**src/rtl/gpio_pin_pkg.sv**
```systemverilog
// Package: shared constants and types for the two-port GPIO controller.
// Assumes a 32-bit data bus and 5-bit word indices; the index values of the
// port registers are fixed because software decodes them.
package gpio_pin_pkg;

    localparam int WORD_W = 32;
    localparam int IDX_W  = 5;

    localparam logic [IDX_W-1:0] IDX_A_OUT = 5'h00;
    localparam logic [IDX_W-1:0] IDX_A_IN  = 5'h01;
    localparam logic [IDX_W-1:0] IDX_A_OE  = 5'h02;
    localparam logic [IDX_W-1:0] IDX_D_OUT = 5'h10;
    localparam logic [IDX_W-1:0] IDX_D_IN  = 5'h11;
    localparam logic [IDX_W-1:0] IDX_D_OE  = 5'h12;

    // Flash control strobes bundled for the decode stage.
    typedef struct packed {
        logic addr_latch;
        logic cmd_latch;
        logic chip_en;
    } flash_ctl_t;

    // True for indices that are computed views rather than storage.
    function automatic logic is_view_idx(input logic [IDX_W-1:0] idx);
        return (idx == IDX_A_IN) || (idx == IDX_D_IN);
    endfunction

endpackage

```
**src/rtl/gpio_pin_sync.sv**
```systemverilog
// Module: two-flop synchroniser for a vector of asynchronous status pins.
// Assumes each bit is an independent level; no multi-bit coherence is given.
module gpio_pin_sync #(
    parameter int WIDTH = 2
) (
    input  logic             clk,
    input  logic             rst_n,
    input  logic [WIDTH-1:0] pin_async,
    output logic [WIDTH-1:0] pin_sync
);

    logic [WIDTH-1:0] meta_q;
    logic [WIDTH-1:0] stable_q;

    // Capture the raw pins, then re-register them to settle metastability.
    always_ff @(posedge clk) begin
        if (!rst_n) begin
            meta_q   <= '0;
            stable_q <= '0;
        end else begin
            meta_q   <= pin_async;
            stable_q <= meta_q;
        end
    end

    assign pin_sync = stable_q;


    sync_latency_chk: assert property (@(posedge clk) disable iff (!rst_n)
        ($past(rst_n) && $past(rst_n, 2)) |-> (pin_sync == $past(pin_async, 2)));

endmodule

```
**src/rtl/gpio_pin_regs.sv**
```systemverilog
// Module: register window storage. One 32-bit word per in-window index,
// except the two input-view indices, which hold no flops and read as zero
// here (the read path builds them). Writes outside the window are dropped.
module gpio_pin_regs
    import gpio_pin_pkg::*;
#(
    parameter int WORDS = 23
) (
    input  logic                    clk,
    input  logic                    rst_n,
    input  logic                    wr_en,
    input  logic [IDX_W-1:0]        wr_idx,
    input  logic [WORD_W-1:0]       wr_data,
    output logic [WORDS*WORD_W-1:0] words_flat
);

    for (genvar g = 0; g < WORDS; g++) begin : g_word
        if (g == int'(IDX_A_IN) || g == int'(IDX_D_IN)) begin : g_view
            assign words_flat[g*WORD_W +: WORD_W] = '0;
        end else begin : g_store
            logic [WORD_W-1:0] word_q;

            // Load the word when the write strobe addresses this index.
            always_ff @(posedge clk) begin
                if (!rst_n) begin
                    word_q <= '0;
                end else if (wr_en && (int'(wr_idx) == g)) begin
                    word_q <= wr_data;
                end
            end

            assign words_flat[g*WORD_W +: WORD_W] = word_q;
        end
    end


    store_word_chk: assert property (@(posedge clk) disable iff (!rst_n)
        (wr_en && (int'(wr_idx) < WORDS) && !is_view_idx(wr_idx))
        |=> (words_flat[int'($past(wr_idx))*WORD_W +: WORD_W] == $past(wr_data)));

endmodule

```
**src/rtl/gpio_pin_decode.sv**
```systemverilog
// Module: peripheral decode. Maps port A output bits to flash strobes and
// port D output bits to the sensor clock and data lines, and flags writes
// that flip the sensor clock bit. Assumes the output words come from
// registers, so the strobes settle one cycle after the write.
module gpio_pin_decode
    import gpio_pin_pkg::*;
#(
    parameter int AL_POS  = 6,
    parameter int CL_POS  = 5,
    parameter int CE_POS  = 4,
    parameter int SCK_POS = 1,
    parameter int TX_POS  = 4
) (
    input  logic              clk,
    input  logic              rst_n,
    input  logic              wr_en,
    input  logic [IDX_W-1:0]  wr_idx,
    input  logic [WORD_W-1:0] wr_data,
    input  logic [WORD_W-1:0] a_out_word,
    input  logic [WORD_W-1:0] d_out_word,
    output flash_ctl_t        flash_ctl,
    output logic              sensor_clk,
    output logic              sensor_tx,
    output logic              sensor_clk_edge
);

    logic clk_flip;
    logic edge_q;

    // Gather the flash strobes from the port A output word.
    always_comb begin
        flash_ctl.addr_latch = a_out_word[AL_POS];
        flash_ctl.cmd_latch  = a_out_word[CL_POS];
        flash_ctl.chip_en    = a_out_word[CE_POS];
    end

    // A port D output write whose clock bit differs from the stored one.
    assign clk_flip = wr_en && (wr_idx == IDX_D_OUT)
                      && (wr_data[SCK_POS] != d_out_word[SCK_POS]);

    // Register the flip so the flag lines up with the new clock level.
    always_ff @(posedge clk) begin
        if (!rst_n) begin
            edge_q <= 1'b0;
        end else begin
            edge_q <= clk_flip;
        end
    end

    assign sensor_clk      = d_out_word[SCK_POS];
    assign sensor_tx       = d_out_word[TX_POS];
    assign sensor_clk_edge = edge_q;


    edge_has_flip_chk: assert property (@(posedge clk) disable iff (!rst_n)
        sensor_clk_edge |-> (sensor_clk != $past(sensor_clk)));


    flip_has_edge_chk: assert property (@(posedge clk) disable iff (!rst_n)
        ($past(rst_n) && (sensor_clk != $past(sensor_clk))) |-> sensor_clk_edge);


    flash_follow_chk: assert property (@(posedge clk) disable iff (!rst_n)
        (wr_en && (wr_idx == IDX_A_OUT))
        |=> (flash_ctl.chip_en == $past(wr_data[CE_POS])));

endmodule

```
**src/rtl/gpio_pin_rdpath.sv**
```systemverilog
// Module: read path. Selects the addressed word, builds the two input
// views from output data, output enable and synchronised pins, and
// registers the result on each read strobe. Assumes WORDS covers 0x12.
module gpio_pin_rdpath
    import gpio_pin_pkg::*;
#(
    parameter int WORDS   = 23,
    parameter int RDY_POS = 7,
    parameter int RX_POS  = 4
) (
    input  logic                    clk,
    input  logic                    rst_n,
    input  logic                    rd_en,
    input  logic [IDX_W-1:0]        rd_idx,
    input  logic [WORDS*WORD_W-1:0] words_flat,
    input  logic                    ready_sync,
    input  logic                    rx_sync,
    output logic [WORD_W-1:0]       rdata
);

    localparam int A_OUT_LSB = int'(IDX_A_OUT) * WORD_W;
    localparam int A_OE_LSB  = int'(IDX_A_OE)  * WORD_W;
    localparam int D_OUT_LSB = int'(IDX_D_OUT) * WORD_W;
    localparam int D_OE_LSB  = int'(IDX_D_OE)  * WORD_W;

    logic [WORD_W-1:0] sel_word;
    logic [WORD_W-1:0] rdata_q;

    // Pick the addressed word, then substitute the computed input views.
    always_comb begin
        sel_word = '0;
        for (int i = 0; i < WORDS; i++) begin
            if (int'(rd_idx) == i) begin
                sel_word = words_flat[i*WORD_W +: WORD_W];
            end
        end
        if (rd_idx == IDX_A_IN) begin
            sel_word = (words_flat[A_OUT_LSB +: WORD_W] & words_flat[A_OE_LSB +: WORD_W])
                       | (WORD_W'(ready_sync) << RDY_POS);
        end else if (rd_idx == IDX_D_IN) begin
            sel_word = (words_flat[D_OUT_LSB +: WORD_W] & words_flat[D_OE_LSB +: WORD_W])
                       | (WORD_W'(rx_sync) << RX_POS);
        end
    end

    // Capture the selected word when a read strobe is sampled.
    always_ff @(posedge clk) begin
        if (!rst_n) begin
            rdata_q <= '0;
        end else if (rd_en) begin
            rdata_q <= sel_word;
        end
    end

    assign rdata = rdata_q;


    reset_clear_chk: assert property (@(posedge clk) disable iff (!rst_n)
        !$past(rst_n) |-> (rdata == '0));


    rdata_hold_chk: assert property (@(posedge clk) disable iff (!rst_n)
        ($past(rst_n) && !$past(rd_en)) |-> $stable(rdata));


    outside_zero_chk: assert property (@(posedge clk) disable iff (!rst_n)
        (rd_en && (int'(rd_idx) >= WORDS)) |=> (rdata == '0));


    ready_merge_chk: assert property (@(posedge clk) disable iff (!rst_n)
        (rd_en && (rd_idx == IDX_A_IN) && ready_sync) |=> rdata[RDY_POS]);

endmodule

```
**src/rtl/gpio_pin_ctrl.sv**
```systemverilog
// Module: top of the two-port GPIO controller. Connects the register
// window, the status-pin synchroniser, the peripheral decode and the read
// path. Assumes one access per cycle; a read and a write to the same index
// in one cycle return the old word.
module gpio_pin_ctrl
    import gpio_pin_pkg::*;
#(
    parameter int WIN_WORDS = 23,
    parameter int RDY_POS   = 7,
    parameter int AL_POS    = 6,
    parameter int CL_POS    = 5,
    parameter int CE_POS    = 4,
    parameter int SCK_POS   = 1,
    parameter int TX_POS    = 4,
    parameter int RX_POS    = 4
) (
    input  logic        clk,
    input  logic        rst_n,
    input  logic        bus_rd,
    input  logic        bus_wr,
    input  logic [4:0]  bus_idx,
    input  logic [31:0] bus_wdata,
    output logic [31:0] bus_rdata,
    input  logic        flash_ready_pin,
    output logic        flash_addr_latch,
    output logic        flash_cmd_latch,
    output logic        flash_chip_en,
    input  logic        sensor_rx_pin,
    output logic        sensor_clk,
    output logic        sensor_tx,
    output logic        sensor_clk_edge
);

    localparam int A_OUT_LSB = int'(IDX_A_OUT) * WORD_W;
    localparam int D_OUT_LSB = int'(IDX_D_OUT) * WORD_W;

    logic [WIN_WORDS*WORD_W-1:0] words_flat;
    logic [1:0]                  pins_sync;
    flash_ctl_t                  flash_ctl;

    gpio_pin_sync #(
        .WIDTH(2)
    ) u_sync (
        .clk      (clk),
        .rst_n    (rst_n),
        .pin_async({sensor_rx_pin, flash_ready_pin}),
        .pin_sync (pins_sync)
    );

    gpio_pin_regs #(
        .WORDS(WIN_WORDS)
    ) u_regs (
        .clk       (clk),
        .rst_n     (rst_n),
        .wr_en     (bus_wr),
        .wr_idx    (bus_idx),
        .wr_data   (bus_wdata),
        .words_flat(words_flat)
    );

    gpio_pin_decode #(
        .AL_POS (AL_POS),
        .CL_POS (CL_POS),
        .CE_POS (CE_POS),
        .SCK_POS(SCK_POS),
        .TX_POS (TX_POS)
    ) u_decode (
        .clk            (clk),
        .rst_n          (rst_n),
        .wr_en          (bus_wr),
        .wr_idx         (bus_idx),
        .wr_data        (bus_wdata),
        .a_out_word     (words_flat[A_OUT_LSB +: WORD_W]),
        .d_out_word     (words_flat[D_OUT_LSB +: WORD_W]),
        .flash_ctl      (flash_ctl),
        .sensor_clk     (sensor_clk),
        .sensor_tx      (sensor_tx),
        .sensor_clk_edge(sensor_clk_edge)
    );

    gpio_pin_rdpath #(
        .WORDS  (WIN_WORDS),
        .RDY_POS(RDY_POS),
        .RX_POS (RX_POS)
    ) u_rdpath (
        .clk       (clk),
        .rst_n     (rst_n),
        .rd_en     (bus_rd),
        .rd_idx    (bus_idx),
        .words_flat(words_flat),
        .ready_sync(pins_sync[0]),
        .rx_sync   (pins_sync[1]),
        .rdata     (bus_rdata)
    );

    assign flash_addr_latch = flash_ctl.addr_latch;
    assign flash_cmd_latch  = flash_ctl.cmd_latch;
    assign flash_chip_en    = flash_ctl.chip_en;


    view_write_chk: assert property (@(posedge clk) disable iff (!rst_n)
        (bus_wr && is_view_idx(bus_idx))
        |=> ($stable(flash_addr_latch) && $stable(sensor_clk) && !sensor_clk_edge));

endmodule

```
**config.mk**
```make
export PLATFORM = sky130hd
export DESIGN_NAME = gpio_pin_ctrl
export DESIGN_NICKNAME = d
export VERILOG_FILES = /design/src/rtl/gpio_pin_pkg.sv /design/src/rtl/gpio_pin_sync.sv /design/src/rtl/gpio_pin_regs.sv /design/src/rtl/gpio_pin_decode.sv /design/src/rtl/gpio_pin_rdpath.sv /design/src/rtl/gpio_pin_ctrl.sv
export SDC_FILE = /design/constraint.sdc
export NUM_CORES = 2
export LEC_CHECK = 0
export BUFFER_PORTS_ARGS = -buffer_cell sky130_fd_sc_hd__buf_2
export CORE_MARGIN = 4
export CORE_UTILIZATION = 53
export DETAILED_ROUTE_END_ITERATION = 8
export PLACE_DENSITY = 0.65
export REMOVE_ABC_BUFFERS = 1
export SLEW_MARGIN = 20
export SYNTH_ARGS = -nofsm -noshare
export SYNTH_HDL_FRONTEND = slang
export SYNTH_SLANG_ARGS = --single-unit
```
**constraint.sdc**
```tcl
create_clock -name clk -period 2.26 [get_ports clk]
set_input_delay 0.113 -clock clk [delete_from_list [all_inputs] [get_ports clk]]
set_output_delay 0.113 -clock clk [all_outputs]
set_load 0.01 [all_outputs]
```
# ---- Yosys cells after proc, flatten, opt, wreduce, memory -nomap -nowiden
# Index checks and enable logic that the tools add are counted.
dict set report totals {
  latchBits 0
  mem_bits_rw 0
  output_inout_bits 38
  rom_bits 0
  reg_bits 709
  n_memories 0
  elab_cells 104
  inputBits 43
}
dict set report classes {
  n_eq_ne 26
  shift 0
  multipliers 0
  div_mod_pow 0
  n_addsub 0
  reduce_logical 24
  muxes 25
  n_lt_le_gt_ge 0
  bitwise_logic 4
}
# operator n
set ops {}
lappend ops {{32-bit two-way mux} 25}
lappend ops {{5-bit == test (second input constant)} 17}
lappend ops {{32-bit AND} 2}
lappend ops {{32-bit by 5-bit OR with 32-bit output} 1}
lappend ops {{32-bit by 8-bit OR with 32-bit output} 1}
lappend ops {{1-bit logical AND} 23}
lappend ops {{5-bit by 4-bit == test with 1-bit output (second input constant)} 4}
lappend ops {{5-bit by 3-bit == test with 1-bit output (second input constant)} 2}
lappend ops {{5-bit by 1-bit == test with 1-bit output (second input constant)} 1}
lappend ops {{5-bit by 2-bit == test with 1-bit output (second input constant)} 1}
lappend ops {{5-bit logical NOT} 1}
lappend ops {{1-bit inequality test} 1}

# ---- Logic depth before layout (Yosys ltp)
dict set report logic_depth {
  ltp_word 26
  ltp_mapped 11
  mapped_depth_nobuf 7
}

# ---- Cells and area by module
# Synthesis repeated with hierarchy kept, for this count alone.
dict set report unflattened {
  hier_cells 3763
  area_unflattened_um2 34337.9
}
# module n_inst cells_per_inst seq_area_each_um2 area_each_um2
set modules_own_cells {}
lappend modules_own_cells {gpio_pin_regs 1 2363 13452.9 24631.1}
lappend modules_own_cells {gpio_pin_rdpath 1 1382 640.6 9515.4}
lappend modules_own_cells {gpio_pin_sync 1 8 80.1 105.1}
lappend modules_own_cells {gpio_pin_decode 1 10 20.0 86.3}

# ---- Least setup slack after synthesis
# Ideal clock, no wire load.
dict set report synth_timing {
  path_kind {input to register}
  start {input bus_idx[3]}
  end {register u_rdpath.rdata_q[5] (netlist: u_rdpath.rdata[5])}
  n_path_buf 1
  setup_slack_ps 233
  required_time_ps 2194
  setup_ps 66
  t_arrival_ps 1960
  stages 8
  cell_sequence {buf_6 -> or4b_4 -> nor2_4 -> a221oi_1 -> and3_1 -> or4_1 -> a32o_1 -> a21oi_2}
}
dict set report synth_between {
  elab_chain_len 26
  elab_cells_between_ends 50
  cone_classes {eq/ne (24); mux (25); reduce/logical (1)}
}
# element line_no
set synth_rtl {}
lappend synth_rtl {{start: declaration} gpio_pin_ctrl.sv:21} ;# input logic [4:0] bus_idx,
lappend synth_rtl {{5-bit logical NOT} gpio_pin_rdpath.sv:33} ;# if (int'(rd_idx) == i) begin
lappend synth_rtl {{32-bit two-way mux (23 in series)} gpio_pin_rdpath.sv:33}
lappend synth_rtl {{32-bit two-way mux} gpio_pin_rdpath.sv:40} ;# end else if (rd_idx == IDX_D_IN) begin
lappend synth_rtl {{32-bit two-way mux *} gpio_pin_rdpath.sv:37} ;# if (rd_idx == IDX_A_IN) begin
lappend synth_rtl {{end signal: assignment} gpio_pin_rdpath.sv:51} ;# rdata_q <= sel_word;
lappend synth_rtl {{end: declaration} gpio_pin_rdpath.sv:27} ;# logic [WORD_W-1:0] rdata_q;
# Mark *: on every way between the ends. The rest lies on a longest branch, timed or not.
# A chain may end at the register's enable or synchronous reset.

# ---- Final worst setup path
dict set report layout_timing {
  start {input bus_idx[1]}
  end {register u_rdpath.rdata_q[27] (netlist: u_rdpath.rdata[27])}
}
# Same word-level chain as after synthesis.

==> flow_summary.json <==
{
  "status": "complete, no violations",
  "multi_input_area_um2": 17500,
  "grt_pass1_wl_um": 202000,
  "syn_to_final_growth_pct": 20.5,
  "ant_nets": 0,
  "cts_tree": "yes",
  "clkSinkCount": 709,
  "max_freq_ghz": 0.444,
  "drt_first_pass_iters": 7,
  "avgSynthCellArea_um2": 7.57,
  "slew_headroom_pct": 41.9,
  "worst_pin_slew_ps": 860,
  "whs_ps": 33.6,
  "synth_cell_type_count": 76,
  "cp_top_family": "buffers and inverters",
  "finClkSkew_ps": 19.7,
  "slowest_delay_ps": 760,
  "grt-ovfl-total": 0,
  "critPathBufInv": 5,
  "grt_pass1_vias": 31100,
  "drc": 0,
  "cts_buffers": 78,
  "hold_depth": 3,
  "io_buffers": 80,
  "arrival_ps": 2810,
  "crit_top_cell": "buf_4",
  "drtIter0Drc": 5225,
  "end_kind": "flop",
  "wl_per_cell_um": 24.9,
  "final.setup.tns_ps": 0,
  "critical-path-slowest-cell": "nor4b_1",
  "synth_cells": 4390,
  "synth-main-ff-cell": "dfxtp_1",
  "cp_num_cells": 12,
  "synthArstFlopShare_pct": 0,
  "min_path_type": "in -> reg",
  "gp_congestion": 1.02,
  "final_core_util_pct": 64.8,
  "track_usage_pct": 39.4,
  "syn_area_um2": 33200,
  "fin_crit_sh_pct": 99.7,
  "synth-seq-cells": 709,
  "die_h_um": 258,
  "synth_edf_count": 0,
  "critical_path.max_fanout": 26,
  "post-cts-setup-buffers": 0,
  "initial_core_util_pct": 53.7,
  "ios": 81,
  "path_cells": "buf_4 -> buf_4 -> buf_12 -> nor4b_1 -> buf_4 -> o21ai_0 -> o21ai_0 -> a21oi_1 -> a22oi_1 -> buf_4 -> a211oi_1 -> a21oi_1",
  "fin_cells": 5484,
  "antenna_found_initial": 4,
  "yosysWarningCount": 0,
  "die_area_um2": 66700,
  "slew_viol_final": 0,
  "core.rowCount": 91,
  "vias": 33900,
  "finalWirelength_um": 136000,
  "setup_ws_ps": 6.97,
  "die_x_um": 258,
  "drive_gt1_share_pct": 14.7,
  "placed_cells": 5309,
  "cts.htree.levels": 3,
  "critical_path_class": "in -> reg",
  "peakVddDrop_v": 0.000681,
  "p_per_area_nw_per_um2": 708,
  "coreArea_um2": 61800,
  "grt_max_degree": 166,
  "rsz0062_at_grt": "no",
  "setup_violations": 0,
  "layout_common_cells": "nand2_1 (1,498), dfxtp_1 (709), a21boi_0 (642)",
  "max_cap_viol_count": 0,
  "post-route-min-period_ps": 2250,
  "mostFrequentLayoutCell": "nand2_1",
  "fillers": 5436,
  "r2r_cells": 8,
  "finalHoldViolations": 0,
  "worstSkewPairLatency_ps": 630,
  "leakagePower_nw": 13.9,
  "worstSetupStartpointType": "primary input",
  "cts_buffer_depth": 3,
  "path_clk_slew_ps": 60,
  "pre_cts_slack_ps": -726,
  "avgViaCountPerCell": 6.18,
  "regArea_um2": 14200,
  "root_buffer": "clkbuf_16",
  "required_ps": 2820,
  "dp_hpwl_um": 94300,
  "seq_area_frac_synth_pct": 42.7,
  "nets": 4628
}
[what timing repair did]
item,4_1_cts,5_1_grt
endpoints found under the hold margin,462,0
resized for setup,2,0
hold buffers,33,0
setup endpoints to repair,1,0
[per-stage QoR]
step	area, µm²	total power, mW
finish	40000	28.3
global route	40000	29.0
CTS	40000	28.3
detailed placement	37100	15.4
global placement	37100	15.4
floorplan	31600	13.8
[cell type report]
class	count	area share (%)
repair buffers	518	11.6
diodes	2	0.0125
clock inverters	23	0.613
well taps	837	2.62
clock buffers	117	5.88
inverters	13	0.122
multi-input cells	3265	43.7
flip-flops and latches	709	35.5
[routing by layer]
layer / vias to the layer above / GRT usage (%) / routed length (µm)
met3: 318 / 9.06 / 16400
met1: 16100 / 57.5 / 57800
met2: 2123 / 57.7 / 57300
li1: 15300 / - / -
met5: - / 0 / 0
met4: 0 / 12.8 / 4930
[logic make-up (layout without fill, tap and decap cells)]
logic type / Yosys count / after routing / synth area share [%]
mux: 34 / 34 / 1.13
flops: 709 / 709 / 42.7
simple gates: 1878 / 1878 / 22.7
other cells: 0 / 2 / 0
compound gates: 1352 / 1352 / 28.4
xor+xnor: 1 / 1 / 0.0264
buf+inv: 416 / 671 / 4.99
[power breakdown]
part	switching, mW	internal (mW)	total, mW
clock	5.39	7.65	13.0
sequential	0.103	12.6	12.7
combinational	1.64	0.928	2.56
total	7.13	21.2	28.3
[worst register-to-register path, cell delays in order, from the launching register on]
cell     delay [ps]
dfxtp_1         380
mux2i_1         110
o21ai_0         500
a22oi_1         180
nor3_1          180
buf_4           160
nor3_1           50
o21a_1          300
o21ai_0         200
[sequential cells by signal, summed over array words and instances (netlist names)]
| name | cells |
|---|---|
| u_decode.sensor_clk_edge | 1 |
| u_rdpath.rdata | 32 |
| u_regs.g_word.g_store.word_q | 672 |
| u_sync.meta_q | 2 |
| u_sync.pin_sync | 2 |
[synth_stat cells, drive strengths merged, types with 5 or more instances]
| library cell | n | area [µm²] |
|---|---|---|
| a221oi | 53 | 477 |
| dfxtp | 709 | 14200 |
| o2111ai | 14 | 123 |
| nand2b | 20 | 125 |
| nand2 | 1498 | 5620 |
| a21boi | 673 | 5050 |
| a221o | 12 | 120 |
| mux2 | 19 | 214 |
| buf | 76 | 380 |
| a31oi | 34 | 213 |
| nor2b | 20 | 125 |
| nor4 | 9 | 56.3 |
| clkbuf | 327 | 1230 |
| a21oi | 165 | 830 |
| nor3 | 54 | 297 |
| nor2 | 164 | 646 |
| and3 | 6 | 37.5 |
| a2111oi | 8 | 70.1 |
| or2 | 6 | 37.5 |
| a211oi | 9 | 67.6 |
| a22o | 6 | 52.6 |
| o211ai | 11 | 82.6 |
| nand4 | 5 | 31.3 |
| mux2i | 14 | 140 |
| and2 | 7 | 43.8 |
| o2bb2ai | 14 | 123 |
| o221ai | 27 | 236 |
| a2bb2oi | 7 | 61.3 |
| o21ai | 208 | 1040 |
| a21o | 6 | 45.0 |
| a22oi | 22 | 165 |
| nand3 | 58 | 290 |
| inv | 13 | 48.8 |
| o22ai | 34 | 213 |
| a311oi | 5 | 43.8 |
| a32o | 8 | 80.1 |
| or3 | 14 | 87.6 |
[path summary, 6_finish.rpt]
path	to	start	slack, ps
min reg2reg	u_regs.g_word[8].g_store.word_q[23]	u_regs.g_word[8].g_store.word_q[23]	450
max reg2reg	u_rdpath.rdata[25]	u_regs.g_word[2].g_store.word_q[25]	120
min	u_regs.g_word[9].g_store.word_q[14]	bus_wdata[14]	30
max	u_rdpath.rdata[27]	bus_idx[1]	7
(Power assumes the default switching activity.)
